[config.mk]
export PLATFORM = sky130hd
export DESIGN_NAME = frame_stack_mgr
export DESIGN_NICKNAME = d
export VERILOG_FILES = /design/src/rtl/frame_stack_pkg.sv /design/src/rtl/fs_addr_calc.sv /design/src/rtl/fs_target_sel.sv /design/src/rtl/fs_fault_prio.sv /design/src/rtl/frame_stack_mgr.sv
export SDC_FILE = /design/constraint.sdc
export NUM_CORES = 2
export LEC_CHECK = 0
export BUFFER_PORTS_ARGS = -buffer_cell sky130_fd_sc_hd__buf_4
export CAP_MARGIN = 25
export CORE_AREA = 8 8 297 299
export DETAILED_ROUTE_END_ITERATION = 8
export DIE_AREA = 0 0 305 307
export PLACE_DENSITY = 0.84
export SETUP_SLACK_MARGIN = 0.2
export SYNTH_ARGS = -nofsm -noshare
export SYNTH_HDL_FRONTEND = slang
export SYNTH_SLANG_ARGS = --single-unit
[constraint.sdc]
create_clock -name clk -period 24 [get_ports clk]
set_input_delay 1.2 -clock clk [delete_from_list [all_inputs] [get_ports clk]]
set_output_delay 1.2 -clock clk [all_outputs]
set_load 0.02 [all_outputs]
[src/rtl/frame_stack_pkg.sv]
// Package: shared widths and fault codes of the save-frame stack manager.
// Assumes 4 KiB pages and a 16-byte shadow-stack save slot stride.
package frame_stack_pkg;
    localparam int ADDR_W     = 64;
    localparam int IDX_W      = 32;
    localparam int PAGES_W    = 16;
    localparam int PAGE_SHIFT = 12;
    localparam int SLOT_SHIFT = 4;

    typedef enum logic [2:0] {
        FC_NONE     = 3'd0,
        FC_NO_FRAME = 3'd1,
        FC_NO_ROOM  = 3'd2,
        FC_TARGET   = 3'd3,
        FC_MISALIGN = 3'd4
    } fault_code_e;
endpackage

[src/rtl/fs_addr_calc.sv]
// Address generator: frame, register-area and shadow-slot addresses.
// Assumes all arithmetic wraps modulo 2^AW; the slot index already
// reflects the notify decision made by the caller.
module fs_addr_calc #(
    parameter int AW        = 64,
    parameter int IW        = 32,
    parameter int PW        = 16,
    parameter int PG_SHIFT  = 12,
    parameter int SL_SHIFT  = 4,
    parameter int REG_BYTES = 184
) (
    input  logic [AW-1:0] area_off,
    input  logic [AW-1:0] encl_base,
    input  logic [PW-1:0] frame_pages,
    input  logic [IW-1:0] slot_idx,
    input  logic [AW-1:0] shadow_off,
    output logic [AW-1:0] frame_addr,
    output logic [AW-1:0] regs_addr,
    output logic [AW-1:0] shadow_addr
);
    localparam logic [AW-1:0] REG_SZ = AW'(REG_BYTES);

    logic [AW-1:0] stride;
    logic [AW-1:0] idx_ext;

    // Frame stride in bytes and the zero-extended slot index.
    always_comb begin
        stride  = AW'(frame_pages) << PG_SHIFT;
        idx_ext = AW'(slot_idx);
    end

    // Frame base, register area at the frame tail, shadow slot.
    always_comb begin
        frame_addr  = area_off + encl_base + stride * idx_ext;
        regs_addr   = frame_addr + stride - REG_SZ;
        shadow_addr = shadow_off + encl_base + (idx_ext << SL_SHIFT);
    end
endmodule

[src/rtl/fs_target_sel.sv]
// Resume target selection and target legality check.
// Notify path enters at the relocated entry point; the plain path resumes
// at the saved pointer. 64-bit mode requires a canonical target of VA_BITS,
// 32-bit mode requires the target not to exceed the code limit.
module fs_target_sel #(
    parameter int AW      = 64,
    parameter int LW      = 32,
    parameter int VA_BITS = 48
) (
    input  logic          notify_en,
    input  logic [7:0]    notify_byte,
    input  logic [AW-1:0] entry_off,
    input  logic [AW-1:0] encl_base,
    input  logic [AW-1:0] saved_ip,
    input  logic          mode64,
    input  logic [LW-1:0] cs_limit,
    output logic          notify,
    output logic [AW-1:0] target,
    output logic          target_bad
);
    localparam int HI_W = AW - VA_BITS + 1;

    logic [HI_W-1:0] upper;
    logic            canon;

    // Notify decision and target choice.
    always_comb begin
        notify = notify_en & notify_byte[0];
        target = notify ? (entry_off + encl_base) : saved_ip;
    end

    // Canonical form: the top bits from VA_BITS-1 upward all equal.
    always_comb begin
        upper = target[AW-1:VA_BITS-1];
        canon = (upper == '0) || (upper == '1);
        if (mode64) target_bad = !canon;
        else        target_bad = (target > AW'(cs_limit));
    end
endmodule

[src/rtl/fs_fault_prio.sv]
// Fault priority encoder: reports the lowest-numbered applicable fault.
// Assumes each input is an independent fault condition of the request.
module fs_fault_prio
    import frame_stack_pkg::*;
(
    input  logic        no_frame,
    input  logic        no_room,
    input  logic        tgt_bad,
    input  logic        misalign,
    output logic        fault,
    output fault_code_e code
);
    // Priority chain, lowest code first.
    always_comb begin
        if (no_frame)      code = FC_NO_FRAME;
        else if (no_room)  code = FC_NO_ROOM;
        else if (tgt_bad)  code = FC_TARGET;
        else if (misalign) code = FC_MISALIGN;
        else               code = FC_NONE;
        fault = (code != FC_NONE);
    end
endmodule

[src/rtl/frame_stack_mgr.sv]
// Save-frame stack manager top: on a start pulse computes the selected
// frame, register area, shadow slot and resume target, checks faults and
// registers everything; results are valid one cycle later and held.
// Assumes start is a single-cycle pulse with operands stable in that cycle.
module frame_stack_mgr
    import frame_stack_pkg::*;
#(
    parameter int REG_AREA_BYTES = 184,
    parameter int VA_BITS        = 48
) (
    input  logic               clk,
    input  logic               rst_n,
    input  logic               start,
    input  logic [ADDR_W-1:0]  area_off,
    input  logic [ADDR_W-1:0]  encl_base,
    input  logic [PAGES_W-1:0] frame_pages,
    input  logic [IDX_W-1:0]   cur_idx,
    input  logic [IDX_W-1:0]   frame_cnt,
    input  logic               notify_en,
    input  logic [7:0]         notify_byte,
    input  logic [ADDR_W-1:0]  entry_off,
    input  logic [ADDR_W-1:0]  saved_ip,
    input  logic [ADDR_W-1:0]  shadow_off,
    input  logic               mode64,
    input  logic [31:0]        cs_limit,
    output logic               done,
    output logic               fault,
    output logic [2:0]         fault_code,
    output logic               notify_taken,
    output logic [ADDR_W-1:0]  frame_addr,
    output logic [ADDR_W-1:0]  regs_addr,
    output logic [ADDR_W-1:0]  shadow_addr,
    output logic [ADDR_W-1:0]  target,
    output logic [IDX_W-1:0]   new_idx,
    output logic               idx_we,
    output logic [IDX_W-1:0]   ret_idx
);
    localparam logic [SLOT_SHIFT-1:0] SLOT_MASK = '1;

    logic              nfy;
    logic [ADDR_W-1:0] tgt_c;
    logic              tgt_bad;
    logic [IDX_W-1:0]  idx_dec;
    logic [IDX_W-1:0]  slot_idx;
    logic [ADDR_W-1:0] frame_c, regs_c, shadow_c;
    logic              no_frame, no_room, misalign;
    logic              fault_c;
    fault_code_e       code_c;

    fs_target_sel #(.AW(ADDR_W), .LW(32), .VA_BITS(VA_BITS)) u_tgt (
        .notify_en  (notify_en),
        .notify_byte(notify_byte),
        .entry_off  (entry_off),
        .encl_base  (encl_base),
        .saved_ip   (saved_ip),
        .mode64     (mode64),
        .cs_limit   (cs_limit),
        .notify     (nfy),
        .target     (tgt_c),
        .target_bad (tgt_bad)
    );

    // Slot/frame factor: current index on notify, index minus one on pop.
    always_comb begin
        idx_dec  = cur_idx - IDX_W'(1);
        slot_idx = nfy ? cur_idx : idx_dec;
    end

    fs_addr_calc #(
        .AW(ADDR_W), .IW(IDX_W), .PW(PAGES_W), .PG_SHIFT(PAGE_SHIFT),
        .SL_SHIFT(SLOT_SHIFT), .REG_BYTES(REG_AREA_BYTES)
    ) u_addr (
        .area_off   (area_off),
        .encl_base  (encl_base),
        .frame_pages(frame_pages),
        .slot_idx   (slot_idx),
        .shadow_off (shadow_off),
        .frame_addr (frame_c),
        .regs_addr  (regs_c),
        .shadow_addr(shadow_c)
    );

    // Raw fault conditions.
    always_comb begin
        no_frame = (cur_idx == '0);
        no_room  = nfy && (cur_idx >= frame_cnt);
        misalign = (shadow_off[SLOT_SHIFT-1:0] & SLOT_MASK) != '0;
    end

    fs_fault_prio u_prio (
        .no_frame(no_frame),
        .no_room (no_room),
        .tgt_bad (tgt_bad),
        .misalign(misalign),
        .fault   (fault_c),
        .code    (code_c)
    );

    // Control outputs: done/strobe pulses and fault status.
    always_ff @(posedge clk) begin
        if (!rst_n) begin
            done       <= 1'b0;
            idx_we     <= 1'b0;
            fault      <= 1'b0;
            fault_code <= 3'd0;
        end else begin
            done   <= start;
            idx_we <= start && !fault_c;
            if (start) begin
                fault      <= fault_c;
                fault_code <= code_c;
            end
        end
    end

    // Data outputs: captured on start, held otherwise.
    always_ff @(posedge clk) begin
        if (!rst_n) begin
            notify_taken <= 1'b0;
            frame_addr   <= '0;
            regs_addr    <= '0;
            shadow_addr  <= '0;
            target       <= '0;
            new_idx      <= '0;
            ret_idx      <= '0;
        end else if (start) begin
            notify_taken <= nfy;
            frame_addr   <= frame_c;
            regs_addr    <= regs_c;
            shadow_addr  <= shadow_c;
            target       <= tgt_c;
            new_idx      <= nfy ? cur_idx : idx_dec;
            ret_idx      <= nfy ? cur_idx : '0;
        end
    end

    // Write-back strobe never coexists with a fault.
    assert_we_clean_R13: assert property (@(posedge clk) disable iff (!rst_n)
        idx_we |-> (!fault && done));

    // Result follows a start exactly one cycle later.
    assert_done_latency_R13: assert property (@(posedge clk) disable iff (!rst_n)
        start |=> done);

    // Zero index always faults with the no-frame code.
    assert_zero_idx_R1: assert property (@(posedge clk) disable iff (!rst_n)
        (start && cur_idx == '0) |=> (fault && fault_code == 3'd1));

    // A notify result that is written back had a free frame.
    assert_room_R5: assert property (@(posedge clk) disable iff (!rst_n)
        (start && notify_en && notify_byte[0] && cur_idx >= frame_cnt) |=> fault);

    // A pop write-back is one below the sampled index.
    assert_pop_R7: assert property (@(posedge clk) disable iff (!rst_n)
        (idx_we && !notify_taken) |-> (new_idx + 32'd1 == $past(cur_idx)));

    // Notification needs both the enable and bit 0 of the byte.
    assert_notify_R4: assert property (@(posedge clk) disable iff (!rst_n)
        (start && !(notify_en && notify_byte[0])) |=> !notify_taken);
endmodule

# Word level (Yosys, flattened, before mapping)
# Index checks and enable logic that the tools add are counted.
# word_totals
regBits	327
latch_bits	0
mem_bits_rw	0
romBits	0
in_bits	445
wordCells	41
memories	0
# classes
addsub	8
mul	1
div	0
order_cmp	2
eq_ne	1
n_shift	0
mux	8
n_bitwise	1
reduce_logical	9
# ops
cell	n
$add A64 B64 Y64	4
$add A64 B28 Y64	1
$add A64 B36 Y64	1
$gt A64 B32 Y1	1
$mux W32	2
$mux W64	1
$sub A64 B8 Y64 const B	1
$mul A16 B32 Y48	1
$ge A32 B32 Y1	1
$logic_not A32 Y1	1
$sub A32 B1 Y32 const B	1
$eq A17 B17 Y1 const B	1
$logic_not A17 Y1	1
$mux W3	4
$reduce_bool A4 Y1	1
$reduce_bool A3 Y1	1
$logic_and A1 B1 Y1	2
$logic_not A1 Y1	2
$and A1 B1 Y1	1
$logic_or A1 B1 Y1	1
$mux W1	1

# Logic depth before layout (Yosys ltp)
# logic_depth
ltp_word	12
depth_mapped	63
depth_no_buf	61

# Hierarchy
# A second synthesis with hierarchy kept.
# unflattened
cells_unflattened	5798
area_unflattened_um2	47489.3
# by_module_without_submodules
module	instances	cells_per_inst	area_each_um2
fs_addr_calc	1	3595	28863.9
frame_stack_mgr	1	1260	12729.7
fs_target_sel	1	936	5853.1
fs_fault_prio	1	7	42.5

# Worst setup path after synthesis
# Ideal clock, no wire load.
# synth_timing
kind	input-to-reg
from	input cur_idx[4]
to	register regs_addr[63]
arrival_time_ns	13.484
path_slack_ns	10.385
path_stages	52
n_path_buf	2
cell_sequence	or3_1 -> or4_1 -> or3_1 -> or3_1 -> xnor2_1 -> clkbuf_1 -> nand2_1 -> fa_1 -> inv_1 -> fa_1 -> fa_1 -> inv_1 -> fa_1 -> inv_1 -> fa_1 -> fa_1 -> ha_1 -> and3_1 -> [16 not listed] -> o41ai_1 -> xor2_1 -> inv_1 -> ha_1 -> a21o_1 -> a21o_1 -> a21oi_1 -> o21ai_0 -> a31oi_1 -> o22ai_1 -> a211o_1 -> nor2_1 -> nor2_1 -> o311ai_1 -> a211oi_1 -> a2111oi_2 -> xnor2_1 -> o21ai_0
# synth_via
elab_chain_cells	6
# synth_rtl
element	line	source
start, declared	frame_stack_mgr.sv:17	input logic [IDX_W-1:0] cur_idx,
$sub A32 B1 Y32	frame_stack_mgr.sv:65	idx_dec = cur_idx - IDX_W'(1);
$mux W32 *	frame_stack_mgr.sv:66	slot_idx = nfy ? cur_idx : idx_dec;
$mul A16 B32 Y48 *	fs_addr_calc.sv:34	frame_addr = area_off + encl_base + stride * idx_ext;
$add A64 B64 Y64 *	fs_addr_calc.sv:34	
named net frame_c[46]	frame_stack_mgr.sv:45	logic [ADDR_W-1:0] frame_c, regs_c, shadow_c;
$add A64 B28 Y64 *	fs_addr_calc.sv:35	regs_addr = frame_addr + stride - REG_SZ;
$sub A64 B8 Y64 *	fs_addr_calc.sv:35	
end signal, assigned	frame_stack_mgr.sv:129	regs_addr <= regs_c;
end, declared	frame_stack_mgr.sv:31	output logic [ADDR_W-1:0] regs_addr,
# Mark *: on every way through the listed nets, which the timed path passes. The rest lies on a longest branch.
# A chain may end at the register's enable or synchronous reset.

# Worst setup path in the final report
# Ends and elaborated chain as after synthesis.

==> results by group <==
Detailed routing
  • First-pass DRT Iterations: 6
  • DRC viols: 0
  • Vias per cell: 6.111
  • Routed len/inst: 25.96 um
  • Antenna Nets Post-Route: 0
  • Drt total wl: 199,400 um
  • Vias: 46,944
  • Initial DRC Count: 4,814

CTS
  • # hold bufs at CTS: 0
  • Reg clk slew, reported paths: 70 ps
  • Post-CTS setup repair buffer count: 0
  • Post_cts resized: 0
  • CTS tree: built
  • Skew-Pair Late Insertion Delay: 600 ps
  • Sink Count: 324
  • Clock tree buffer depth: 3
  • CTS Buf Count: 39
  • H-Tree Depth: 2
  • CTS root buffer: clkbuf_16

Synthesis
  • Async SR Flop Fraction: 0%
  • Seq cells post-synth: 324
  • Number of synthesized flops with an enable pin: 0
  • Syn Area/Cell: 7.870 sq um
  • Post-synth cell types: 86
  • Mapped Nets: 7,372
  • Synth Area in Compound Gates: 16.95%
  • Simple-gate share of the synthesized area: 16.07%
  • Main combinational cell family by area after synthesis: adder cells
  • Post-Synth XOR/XNOR Area: 5.568%
  • Mux cell area share after synthesis: 2.957%
  • Adder-cell share of the synthesized area: 34.59%
  • Post-Syn Area: 46,720 sq um
  • Sequential area share after synthesis: 13.88%
  • Top_reg_cell synth: dfxtp_1
  • Post-Syn Instances: 5,936
  • YS warnings: 0

Floorplanning
  • Core region area: 83,160 sq um
  • Die Area: 93,640 sq um
  • Starting Density: 56.18%
  • Io pins: 772
  • Row count: 106
  • Die Height: 307 um
  • Die width: 305 um

Final layout
  • Layout cell share with drive strength beyond 1: 14.01%
  • Nets: 7,982
  • Area Overhead vs Synth: 17.25%
  • Fillers: 6,978

Job
  • Maxcap violations: 0

Setup path
  • Max Fanout on Critical Path: 11
  • Critical Path RT: 24,480 ps
  • Crit path arrival time: 17,890 ps
  • Critical path type: in2reg
  • Slowest stage delay, CP: 840 ps
  • Worst path slowest cell: clkinv_1
  • Most frequent CP cell: fa_1
  • Critical path startpoint category: input port
  • Setup crit end kind: flop

GRT
  • Initial antenna violation count: 32
  • Global-route wire length before repair: 291,500 um
  • GR Overflow Total: 0
  • Number of global-route vias before repair: 46,194
  • Largest net degree at the start of global routing: 92
  • Gr usage total: 40.90%

STA
  • Max-slew violation count: 0
  • Final setup viols: 0
  • Fin Clk Skew: 0 ps
  • Slew @ Worst Pin: 1135 ps
  • Hold Violations, Final: 0
  • Rel. slew slack: 23.78%
  • Final Cycle Share: 72.54%
  • Min Clock Period, post-route: 17,410 ps
  • Setup repair after global routing missed its margin: no
  • Setup slack after layout: 6589 ps
  • Setup_tns: 0 ps
  • FMAX: 57.44 MHz

Hold path
  • Class of the most critical hold timing path: reg2reg

Placement
  • Pre-CTS worst setup slack: 6698 ps
  • Dpl hpwl: 165,000 um
  • IO buf count: 764
  • Final GP Congestion: 1.035

Status
  • Status: finished, final reports clean
sequential cells by signal, summed over array words and instances, names as in the netlist:
register / cells
fault_code: 3
frame_addr: 64
target: 64
ret_idx: 32
regs_addr: 61
new_idx: 32
fault: 1
done: 1
notify_taken: 1
idx_we: 1
shadow_addr: 64
synth_stat cells, drive strengths merged, types with 7 or more instances:
cell,number,area [sq um]
a2111oi,9,85.08
a211o,12,105.1
a211oi,64,485.5
a21o,162,1216
a21oi,351,1757
a221oi,11,102.6
a22o,40,350.3
a311o,9,90.09
a311oi,21,183.9
a31o,8,70.07
a31oi,29,181.4
a41oi,9,93.84
and2,17,106.4
and3,27,168.9
and4,7,61.31
buf,27,117.6
clkbuf,218,818.3
clkinv,17,63.81
dfxtp,324,6486
fa,501,10030
ha,490,6131
inv,975,3660
mux2i,138,1381
nand2,700,2628
nand2b,37,231.5
nand3,78,390.4
nand3b,9,67.56
nand4,64,406.6
nor2,579,2173
nor2b,57,359.1
nor3,62,320.3
nor3b,8,60.06
nor4,25,156.4
o211ai,30,225.2
o21a,45,337.8
o21ai,274,1371
o21bai,68,510.5
o31a,7,61.31
o31ai,19,147.6
o41ai,9,93.84
or3,21,131.4
or4,12,90.09
xnor2,190,1664
xor2,107,937.2
stage by stage:
stage	instances	instance area (sq um)	util, %	hold WS (ps)
global placement	7582	53280	64.07	436.6
floorplan	5936	46720	-	527.7
global route	7674	54750	65.84	474.4
finish	7682	54770	65.87	456.9
detailed placement	7582	53280	64.07	445.1
CTS	7653	54630	65.70	456.3
worst max-delay path, delay by kind of cell:
family / cells / cell delay [ps]
AO/OA/AOI/OAI: 18 / 4640
adder cells (fa/ha/maj): 10 / 4580
AND/OR/NAND/NOR: 13 / 3910
XOR/XNOR: 4 / 1890
buffers and inverters: 9 / 1600
path summary, 6_finish.rpt:
check	start	end	slack, ps	cells past startpoint
max	cur_idx[4]	regs_addr[63]	6590	54
min reg2reg	new_idx[31]	new_idx[31]	460	2
min	new_idx[31]	new_idx[31]	460	2
max reg2reg	fault_code[0]	fault_code[0]	22930	3
per-layer routing:
layer	GRT usage, %	up-vias	part of all wire, %
met5	0.05165	-	0.033
met4	23.01	10	6.7
met3	12.49	639	13
met2	63.31	2982	43
met1	50.72	22558	37
li1	-	20755	-
cells by family after synthesis:
family / Yosys count
flip-flops: 324
multiplexers: 138
buffers and inverters: 1237
AND/OR/NAND/NOR: 1722
XOR/XNOR: 297
adder cells (fa/ha/maj): 991
AO/OA/AOI/OAI: 1227
placed cells by master (no fill, tap or decap), drive strengths merged, types with 25 or more instances in the layout:
cell	count
buf	814
o21a	45
xor2	107
nor3	62
clkinv	27
nand2	700
o211ai	30
clkbuf	49
a21o	162
xnor2	190
fa	501
nor4	25
o21ai	274
ha	490
mux2i	138
inv	982
a22o	40
nor2b	57
o21bai	68
nand4	64
a31oi	29
and3	27
nor2	579
diode	26
a21oi	351
a211oi	64
dfxtp	324
nand2b	37
nand3	78
cell type report:
class,count,area [sq um],share of cell area (%)
flip-flops and latches,324,6486,11.84
clock buffers,49,1064,1.942
diodes,26,65.06,0.1188
well taps,1080,1351,2.467
repair buffers,814,6183,11.29
inverters,992,3729,6.807
clock inverters,22,291.5,0.5322
multi-input cells,4375,35600,65.00
Power is left out: the tool's default activity adds up to more than one toggle a clock period on the data nets, which glitch-free logic cannot reach.
